**src/rtl/cal_pkg.sv**
```systemverilog
`timescale 1ns/1ps
package cal_pkg;

    localparam int unsigned ADDR_W = 3;
    localparam int unsigned DATA_W = 8;

    typedef enum logic [ADDR_W-1:0] {
        F_SEC   = 3'd0,
        F_MIN   = 3'd1,
        F_HOUR  = 3'd2,
        F_WDAY  = 3'd3,
        F_DAY   = 3'd4,
        F_MONTH = 3'd5,
        F_YEAR  = 3'd6
    } field_e;

    localparam logic [DATA_W-1:0] MASK_SEC   = 8'h7F;
    localparam logic [DATA_W-1:0] MASK_MIN   = 8'h7F;
    localparam logic [DATA_W-1:0] MASK_HOUR  = 8'h3F;
    localparam logic [DATA_W-1:0] MASK_WDAY  = 8'h07;
    localparam logic [DATA_W-1:0] MASK_DAY   = 8'h3F;
    localparam logic [DATA_W-1:0] MASK_MONTH = 8'h1F;
    localparam logic [DATA_W-1:0] MASK_YEAR  = 8'hFF;

    localparam logic [DATA_W-1:0] LAST_WDAY  = 8'h06;

    typedef struct packed {
        logic [DATA_W-1:0] sec;
        logic [DATA_W-1:0] min;
        logic [DATA_W-1:0] hour;
        logic [DATA_W-1:0] wday;
        logic [DATA_W-1:0] day;
        logic [DATA_W-1:0] month;
        logic [DATA_W-1:0] year;
    } cal_time_t;

    typedef struct packed {
        logic [DATA_W-1:0] hour;
        logic              wrap;
    } hour_step_t;

    function automatic logic [DATA_W-1:0] field_mask(input logic [ADDR_W-1:0] a);
        case (a)
            F_SEC:   return MASK_SEC;
            F_MIN:   return MASK_MIN;
            F_HOUR:  return MASK_HOUR;
            F_WDAY:  return MASK_WDAY;
            F_DAY:   return MASK_DAY;
            F_MONTH: return MASK_MONTH;
            F_YEAR:  return MASK_YEAR;
            default: return '0;
        endcase
    endfunction

    // Two-digit packed BCD increment (no range check).
    function automatic logic [DATA_W-1:0] bcd_inc(input logic [DATA_W-1:0] v);
        if (v[3:0] >= 4'd9)
            return {v[7:4] + 4'd1, 4'd0};
        return {v[7:4], v[3:0] + 4'd1};
    endfunction

    // (10*t + o) mod 4 equals (2*t + o) mod 4.
    function automatic logic leap_year(input logic [DATA_W-1:0] y);
        logic [4:0] s;
        s = {y[7:4], 1'b0} + {1'b0, y[3:0]};
        return s[1:0] == 2'b00;
    endfunction

    function automatic logic [DATA_W-1:0] month_last_day(input logic [DATA_W-1:0] m,
                                                         input logic [DATA_W-1:0] y);
        case (m)
            8'h02:                      return leap_year(y) ? 8'h29 : 8'h28;
            8'h04, 8'h06, 8'h09, 8'h11: return 8'h30;
            default:                    return 8'h31;
        endcase
    endfunction

    function automatic hour_step_t next_hour(input logic [DATA_W-1:0] h, input logic mode24);
        hour_step_t r;
        logic [4:0] low;
        r.hour = bcd_inc(h);
        r.wrap = 1'b0;
        low    = 5'(bcd_inc({3'b000, h[4:0]}));
        if (mode24) begin
            if (h == 8'h23) begin
                r.hour = 8'h00;
                r.wrap = 1'b1;
            end
        end else begin
            if (h[4:0] == 5'h12) begin
                r.hour = {2'b00, h[5], 5'h01};
            end else if (h[4:0] == 5'h11) begin
                r.hour = {2'b00, ~h[5], 5'h12};
                r.wrap = h[5];
            end else begin
                r.hour = {2'b00, h[5], low};
            end
        end
        return r;
    endfunction

endpackage

```
**src/rtl/cal_prescaler.sv**
```systemverilog
`timescale 1ns/1ps
module cal_prescaler #(
    parameter int unsigned TICKS_PER_SEC = 32768
) (
    input  logic clk,
    input  logic rst,
    input  logic base_tick,
    input  logic restart,
    output logic sec_step
);
    localparam int unsigned CNT_W = (TICKS_PER_SEC > 1) ? $clog2(TICKS_PER_SEC) : 1;
    localparam logic [CNT_W-1:0] LAST = CNT_W'(TICKS_PER_SEC - 1);

    logic [CNT_W-1:0] cnt;

    assign sec_step = base_tick && (cnt == LAST) && !restart;

    always_ff @(posedge clk) begin
        if (rst || restart) begin
            cnt <= '0;
        end else if (base_tick) begin
            if (cnt == LAST)
                cnt <= '0;
            else
                cnt <= cnt + 1'b1;
        end
    end
endmodule

```
**src/rtl/cal_mod60.sv**
```systemverilog
`timescale 1ns/1ps
module cal_mod60
    import cal_pkg::*;
(
    input  logic              clk,
    input  logic              rst,
    input  logic              carry_in,
    input  logic              load,
    input  logic [DATA_W-1:0] load_val,
    output logic [DATA_W-1:0] q,
    output logic              carry_out
);
    localparam logic [DATA_W-1:0] TOP = 8'h59;

    assign carry_out = carry_in && (q == TOP);

    always_ff @(posedge clk) begin
        if (rst)
            q <= '0;
        else if (load)
            q <= load_val;
        else if (carry_in)
            q <= (q == TOP) ? '0 : bcd_inc(q);
    end
endmodule

```
**src/rtl/cal_hms.sv**
```systemverilog
`timescale 1ns/1ps
module cal_hms
    import cal_pkg::*;
(
    input  logic              clk,
    input  logic              rst,
    input  logic              sec_step,
    input  logic              mode24,
    input  logic              wr_en,
    input  logic [ADDR_W-1:0] wr_addr,
    input  logic [DATA_W-1:0] wr_val,
    output logic [DATA_W-1:0] sec_q,
    output logic [DATA_W-1:0] min_q,
    output logic [DATA_W-1:0] hour_q,
    output logic              day_carry
);
    localparam int unsigned N_SEXA = 2;

    logic [N_SEXA:0]   chain;
    logic [DATA_W-1:0] sexa_q [N_SEXA];
    hour_step_t        hstep;

    assign chain[0] = sec_step;

    for (genvar g = 0; g < N_SEXA; g++) begin : g_sexa
        cal_mod60 u_cnt (
            .clk       (clk),
            .rst       (rst),
            .carry_in  (chain[g]),
            .load      (wr_en && (wr_addr == ADDR_W'(g))),
            .load_val  (wr_val),
            .q         (sexa_q[g]),
            .carry_out (chain[g+1])
        );
    end

    assign sec_q = sexa_q[0];
    assign min_q = sexa_q[1];

    assign hstep     = next_hour(hour_q, mode24);
    assign day_carry = chain[N_SEXA] && hstep.wrap;

    always_ff @(posedge clk) begin
        if (rst)
            hour_q <= '0;
        else if (wr_en && (wr_addr == F_HOUR))
            hour_q <= wr_val;
        else if (chain[N_SEXA])
            hour_q <= hstep.hour;
    end
endmodule

```
**src/rtl/cal_date.sv**
```systemverilog
`timescale 1ns/1ps
module cal_date
    import cal_pkg::*;
(
    input  logic              clk,
    input  logic              rst,
    input  logic              day_carry,
    input  logic              wr_en,
    input  logic [ADDR_W-1:0] wr_addr,
    input  logic [DATA_W-1:0] wr_val,
    output logic [DATA_W-1:0] wday_q,
    output logic [DATA_W-1:0] day_q,
    output logic [DATA_W-1:0] month_q,
    output logic [DATA_W-1:0] year_q
);
    logic month_end;
    logic year_end;

    assign month_end = day_carry && (day_q == month_last_day(month_q, year_q));
    assign year_end  = month_end && (month_q == 8'h12);

    always_ff @(posedge clk) begin
        if (rst)
            wday_q <= '0;
        else if (wr_en && (wr_addr == F_WDAY))
            wday_q <= wr_val;
        else if (day_carry)
            wday_q <= (wday_q >= LAST_WDAY) ? '0 : wday_q + 8'd1;
    end

    always_ff @(posedge clk) begin
        if (rst)
            day_q <= 8'h01;
        else if (wr_en && (wr_addr == F_DAY))
            day_q <= wr_val;
        else if (month_end)
            day_q <= 8'h01;
        else if (day_carry)
            day_q <= bcd_inc(day_q);
    end

    always_ff @(posedge clk) begin
        if (rst)
            month_q <= 8'h01;
        else if (wr_en && (wr_addr == F_MONTH))
            month_q <= wr_val;
        else if (year_end)
            month_q <= 8'h01;
        else if (month_end)
            month_q <= bcd_inc(month_q);
    end

    always_ff @(posedge clk) begin
        if (rst)
            year_q <= '0;
        else if (wr_en && (wr_addr == F_YEAR))
            year_q <= wr_val;
        else if (year_end)
            year_q <= (year_q == 8'h99) ? '0 : bcd_inc(year_q);
    end
endmodule

```
**src/rtl/cal_stop_flag.sv**
```systemverilog
`timescale 1ns/1ps
module cal_stop_flag (
    input  logic clk,
    input  logic rst,
    input  logic set_in,
    input  logic clr_in,
    output logic flag
);
    always_ff @(posedge clk) begin
        if (rst || set_in)
            flag <= 1'b1;
        else if (clr_in)
            flag <= 1'b0;
    end
endmodule

```
**src/rtl/bcd_calendar_core.sv**
```systemverilog
`timescale 1ns/1ps
module bcd_calendar_core
    import cal_pkg::*;
#(
    parameter int unsigned TICKS_PER_SEC = 32768
) (
    input  logic        clk,
    input  logic        rst,
    input  logic        base_tick,
    input  logic        hour24_mode,
    input  logic        wr_en,
    input  logic [2:0]  wr_addr,
    input  logic [7:0]  wr_data,
    input  logic [2:0]  rd_addr,
    output logic [7:0]  rd_data,
    input  logic        osc_lost,
    input  logic        stop_clr,
    output logic        time_invalid
);
    logic              adv;
    logic              day_carry;
    logic [DATA_W-1:0] wr_val;
    cal_time_t         cur;

    assign wr_val = wr_data & field_mask(wr_addr);

    cal_prescaler #(.TICKS_PER_SEC(TICKS_PER_SEC)) u_presc (
        .clk       (clk),
        .rst       (rst),
        .base_tick (base_tick),
        .restart   (wr_en),
        .sec_step  (adv)
    );

    cal_hms u_hms (
        .clk       (clk),
        .rst       (rst),
        .sec_step  (adv),
        .mode24    (hour24_mode),
        .wr_en     (wr_en),
        .wr_addr   (wr_addr),
        .wr_val    (wr_val),
        .sec_q     (cur.sec),
        .min_q     (cur.min),
        .hour_q    (cur.hour),
        .day_carry (day_carry)
    );

    cal_date u_date (
        .clk       (clk),
        .rst       (rst),
        .day_carry (day_carry),
        .wr_en     (wr_en),
        .wr_addr   (wr_addr),
        .wr_val    (wr_val),
        .wday_q    (cur.wday),
        .day_q     (cur.day),
        .month_q   (cur.month),
        .year_q    (cur.year)
    );

    cal_stop_flag u_flag (
        .clk    (clk),
        .rst    (rst),
        .set_in (osc_lost),
        .clr_in (stop_clr),
        .flag   (time_invalid)
    );

    always_comb begin
        case (rd_addr)
            F_SEC:   rd_data = cur.sec;
            F_MIN:   rd_data = cur.min;
            F_HOUR:  rd_data = cur.hour;
            F_WDAY:  rd_data = cur.wday;
            F_DAY:   rd_data = cur.day;
            F_MONTH: rd_data = cur.month;
            F_YEAR:  rd_data = cur.year;
            default: rd_data = '0;
        endcase
    end
endmodule

```
**config.mk**
```make
export PLATFORM = sky130hd
export DESIGN_NAME = bcd_calendar_core
export DESIGN_NICKNAME = d
export VERILOG_FILES = /design/src/rtl/cal_pkg.sv /design/src/rtl/cal_prescaler.sv /design/src/rtl/cal_mod60.sv /design/src/rtl/cal_hms.sv /design/src/rtl/cal_date.sv /design/src/rtl/cal_stop_flag.sv /design/src/rtl/bcd_calendar_core.sv
export SDC_FILE = /design/constraint.sdc
export NUM_CORES = 1
export LEC_CHECK = 0
export BUFFER_PORTS_ARGS = -buffer_cell sky130_fd_sc_hd__buf_2
export CORE_MARGIN = 3
export CORE_UTILIZATION = 52
export DETAILED_ROUTE_END_ITERATION = 6
export PLACE_DENSITY = 0.81
export SYNTH_ARGS = -nofsm -noshare
export SYNTH_HDL_FRONTEND = slang
export SYNTH_SLANG_ARGS = --single-unit
export TNS_END_PERCENT = 100
```
**constraint.sdc**
```tcl
create_clock -name clk -period 3.15 [get_ports clk]
set_input_delay 0.1575 -clock clk [delete_from_list [all_inputs] [get_ports clk]]
set_output_delay 0.1575 -clock clk [all_outputs]
set_load 0.02 [all_outputs]
```
==> impl_metrics.toml <==
[floorplanning]
num_io_pins = 30
die_w_microns = 106
row_count = 35
initial_core_util_pct = 54.9
die_h_microns = 106
die_area_sq_um = 11300
core-area_sq_um = 9500

[global_route]
antenna_found_initial = 0
grt_usage_pct = 27.9
overflow = 0
grt_max_degree = 25
use_met2_pct = 43.4
grt_pass1_vias = 4886
met1_usage_pct = 37.6
grt_pass1_wl_microns = 25100
use_met3_pct = 6.31
top_usage_layer = "met2"

[clock_tree]
cts_resized = 0
numClockSinks = 72
cts-root-buf = "clkbuf_8"
holdBufCountCts = 0
numCtsBuffers = 9
clk_pin_slew_worst_paths_ns = 0.09
cts_setup_buffers = 0
cts_max_level = 3
cts_tree = "built"
insertion_delay_ns = 0.36
cts_max_path_buffers = 2

[pwr]
peakVddDrop_uv = 267
powerDensity_nw_per_um2 = 376
p_leak_nw = 2.13

[sta]
fin_ws_ns = 0.209
worst_slew_pin_slew_ns = 0.858
hold_viol = 0
rsz0062_at_grt = "no"
max_clock_freq_mhz = 340
setup_tns_ns = 0
slew_violations = 0
post-route-period-util_pct = 93.4
fin_crit_ns = 2.94
relSlewSlack_pct = 42.4
setup_viol = 0
clock_skew_ns = 0.0117

[placement]
dp_hpwl_microns = 11800
io_buffer_count = 29
place_ws_ns = 0.318
gp_congestion = 0.968

[critical_path]
worstPathMaxFanout = 8
worstPathArrival_ns = 3.22
cp.required_ns = 3.43
end_kind = "flop"
startpoint_type = "flop"
path_class = "reg2reg"

[detailed_routing]
drcViolationCount = 0
wirelength_microns = 15800
drt_pass1_iterations = 5
routedWlPerCell_microns = 19.5
ant_nets = 0
vias = 5326
viasPerCell = 6.58
drtIter0Drc = 525

[synth]
ys.flop_type = "dfxtp_1"
synthesis.nets = 711
synth_edf_count = 0
yosysSeqAreaShare_pct = 27.6
syn_area_per_cell_sq_um = 7.97
synth_area_sq_um = 5210
synth_warnings = 0
async_reset_ff_share_pct = 0
ys_ff_latch = 72
ys_types = 70
synth_cells = 654

[final_layout]
num_antenna_cells = 0
syn2layout_area_growth_pct = 9.79
multi_input_area_sq_um = 3540
fillers = 851
finalCoreUtilization_pct = 60.2
area.sequential_sq_um = 1440
drive_above_1_share_pct = 11.5
nets = 734

[min_path]
hp-class = "in2reg"

[job]
cap_violations = 0

[status]
status = "finished, final reports clean"
layout make-up:
| class | instances | share of cell area [%] |
|---|---|---|
| clock inverter | 5 | 2.25 |
| clock buffer | 10 | 2.40 |
| tap | 129 | 2.82 |
| sequential | 72 | 25.2 |
| inverter | 32 | 2.10 |
| timing repair buffer | 36 | 3.45 |
| multi-input combinational | 526 | 61.8 |
synth_stat cells, types with 10 or more instances:
master | instances | share of area [%]
mux2i_1 | 16 | 3.1
a31oi_1 | 11 | 1.3
nand4_1 | 12 | 1.4
o21ai_0 | 45 | 4.3
nand3_1 | 32 | 3.1
inv_1 | 32 | 2.3
nor2b_1 | 13 | 1.6
nor2_1 | 79 | 5.7
and3_1 | 11 | 1.3
ha_1 | 36 | 8.6
a211oi_1 | 11 | 1.6
nand2_1 | 53 | 3.8
a21oi_1 | 43 | 4.1
clkbuf_1 | 19 | 1.4
xnor2_1 | 10 | 1.7
dfxtp_1 | 72 | 28
cells in the final DEF, fill, tap and decap left out, types with 10 or more instances in the layout:
master / synthesis / final
a21oi_1: 43 / 43
nand2_1: 53 / 53
inv_1: 32 / 32
dfxtp_1: 72 / 72
buf_2: 1 / 29
nor2_1: 79 / 79
mux2i_1: 16 / 16
clkbuf_8: 0 / 10
nand3_1: 32 / 32
nor2b_1: 13 / 13
ha_1: 36 / 36
a31oi_1: 11 / 11
and3_1: 11 / 11
xnor2_1: 10 / 10
a211oi_1: 11 / 11
nand4_1: 12 / 12
o21ai_0: 45 / 45
cells by family after synthesis:
kind of cell / count (synthesis) / synth area share (%)
and+or+nand+nor: 273 / 28.1
buffers and inverters: 56 / 4.51
AOI/OAI and AO/OA: 174 / 22.0
DFF: 72 / 27.6
xor gates and xnor gates: 19 / 3.19
adders and majority gates: 36 / 8.64
muxes: 24 / 5.95
power breakdown:
part / total, mW / internal (mW) / leakage, nW / switching [mW]
Clock: 0.998 / 0.625 / 0.133 / 0.373
Combinational: 0.207 / 0.0681 / 1.42 / 0.139
Sequential: 0.948 / 0.924 / 0.582 / 0.0247
critical path: stages (launching register included):
cell,delay (ns)
dfxtp_1,0.38
ha_1,0.21
nand4_2,0.23
nor4_1,0.51
o2111ai_1,0.30
a2111o_1,0.49
or4_1,0.56
a31oi_1,0.18
worst paths after layout:
check | startpoint | end | slack, ns | cells after the start
worst max-delay path | u_presc.cnt[1]$_SDFFE_PP0P_ | u_date.month_q[3]$_SDFFE_PP0P_ | 0.21 | 7
worst min-delay path | stop_clr | u_flag.flag$_SDFFE_PP1P_ | 0.0009 | 2
worst min register to register | u_flag.flag$_SDFFE_PP1P_ | u_flag.flag$_SDFFE_PP1P_ | 0.50 | 2
worst max register to register | u_presc.cnt[1]$_SDFFE_PP0P_ | u_date.month_q[3]$_SDFFE_PP0P_ | 0.21 | 7
per-stage QoR:
stage / power (mW) / hold slack, ns / cells / instance area (sq um)
5_1_grt: 2.22 / 0.0244 / 810 / 5720
2_1_floorplan: 1.10 / 0.258 / 654 / 5210
3_3_place_gp: 1.16 / 0.342 / 795 / 5460
3_5_place_dp: 1.17 / 0.387 / 795 / 5460
6_report: 2.15 / 0.000885 / 810 / 5720
4_1_cts: 2.15 / 0.00540 / 810 / 5720
registers in the layout, summed over array words and instances, names as in the netlist:
signal,flops
u_date.year_q,8
u_presc.cnt,15
u_flag.flag,1
u_date.day_q,8
u_hms.hour_q,8
u_date.wday_q,8
u_date.month_q,8
u_hms.g_sexa.u_cnt.q,16
routing by layer:
metal	wire (microns)	vias to the layer above	part of all wire [%]
met3	1750	58	11
met4	587	0	3.7
li1	-	2456	-
met5	0	-	0
met1	6490	2490	41
met2	6980	322	44
Note: power is estimated with default switching activity, not from simulation.
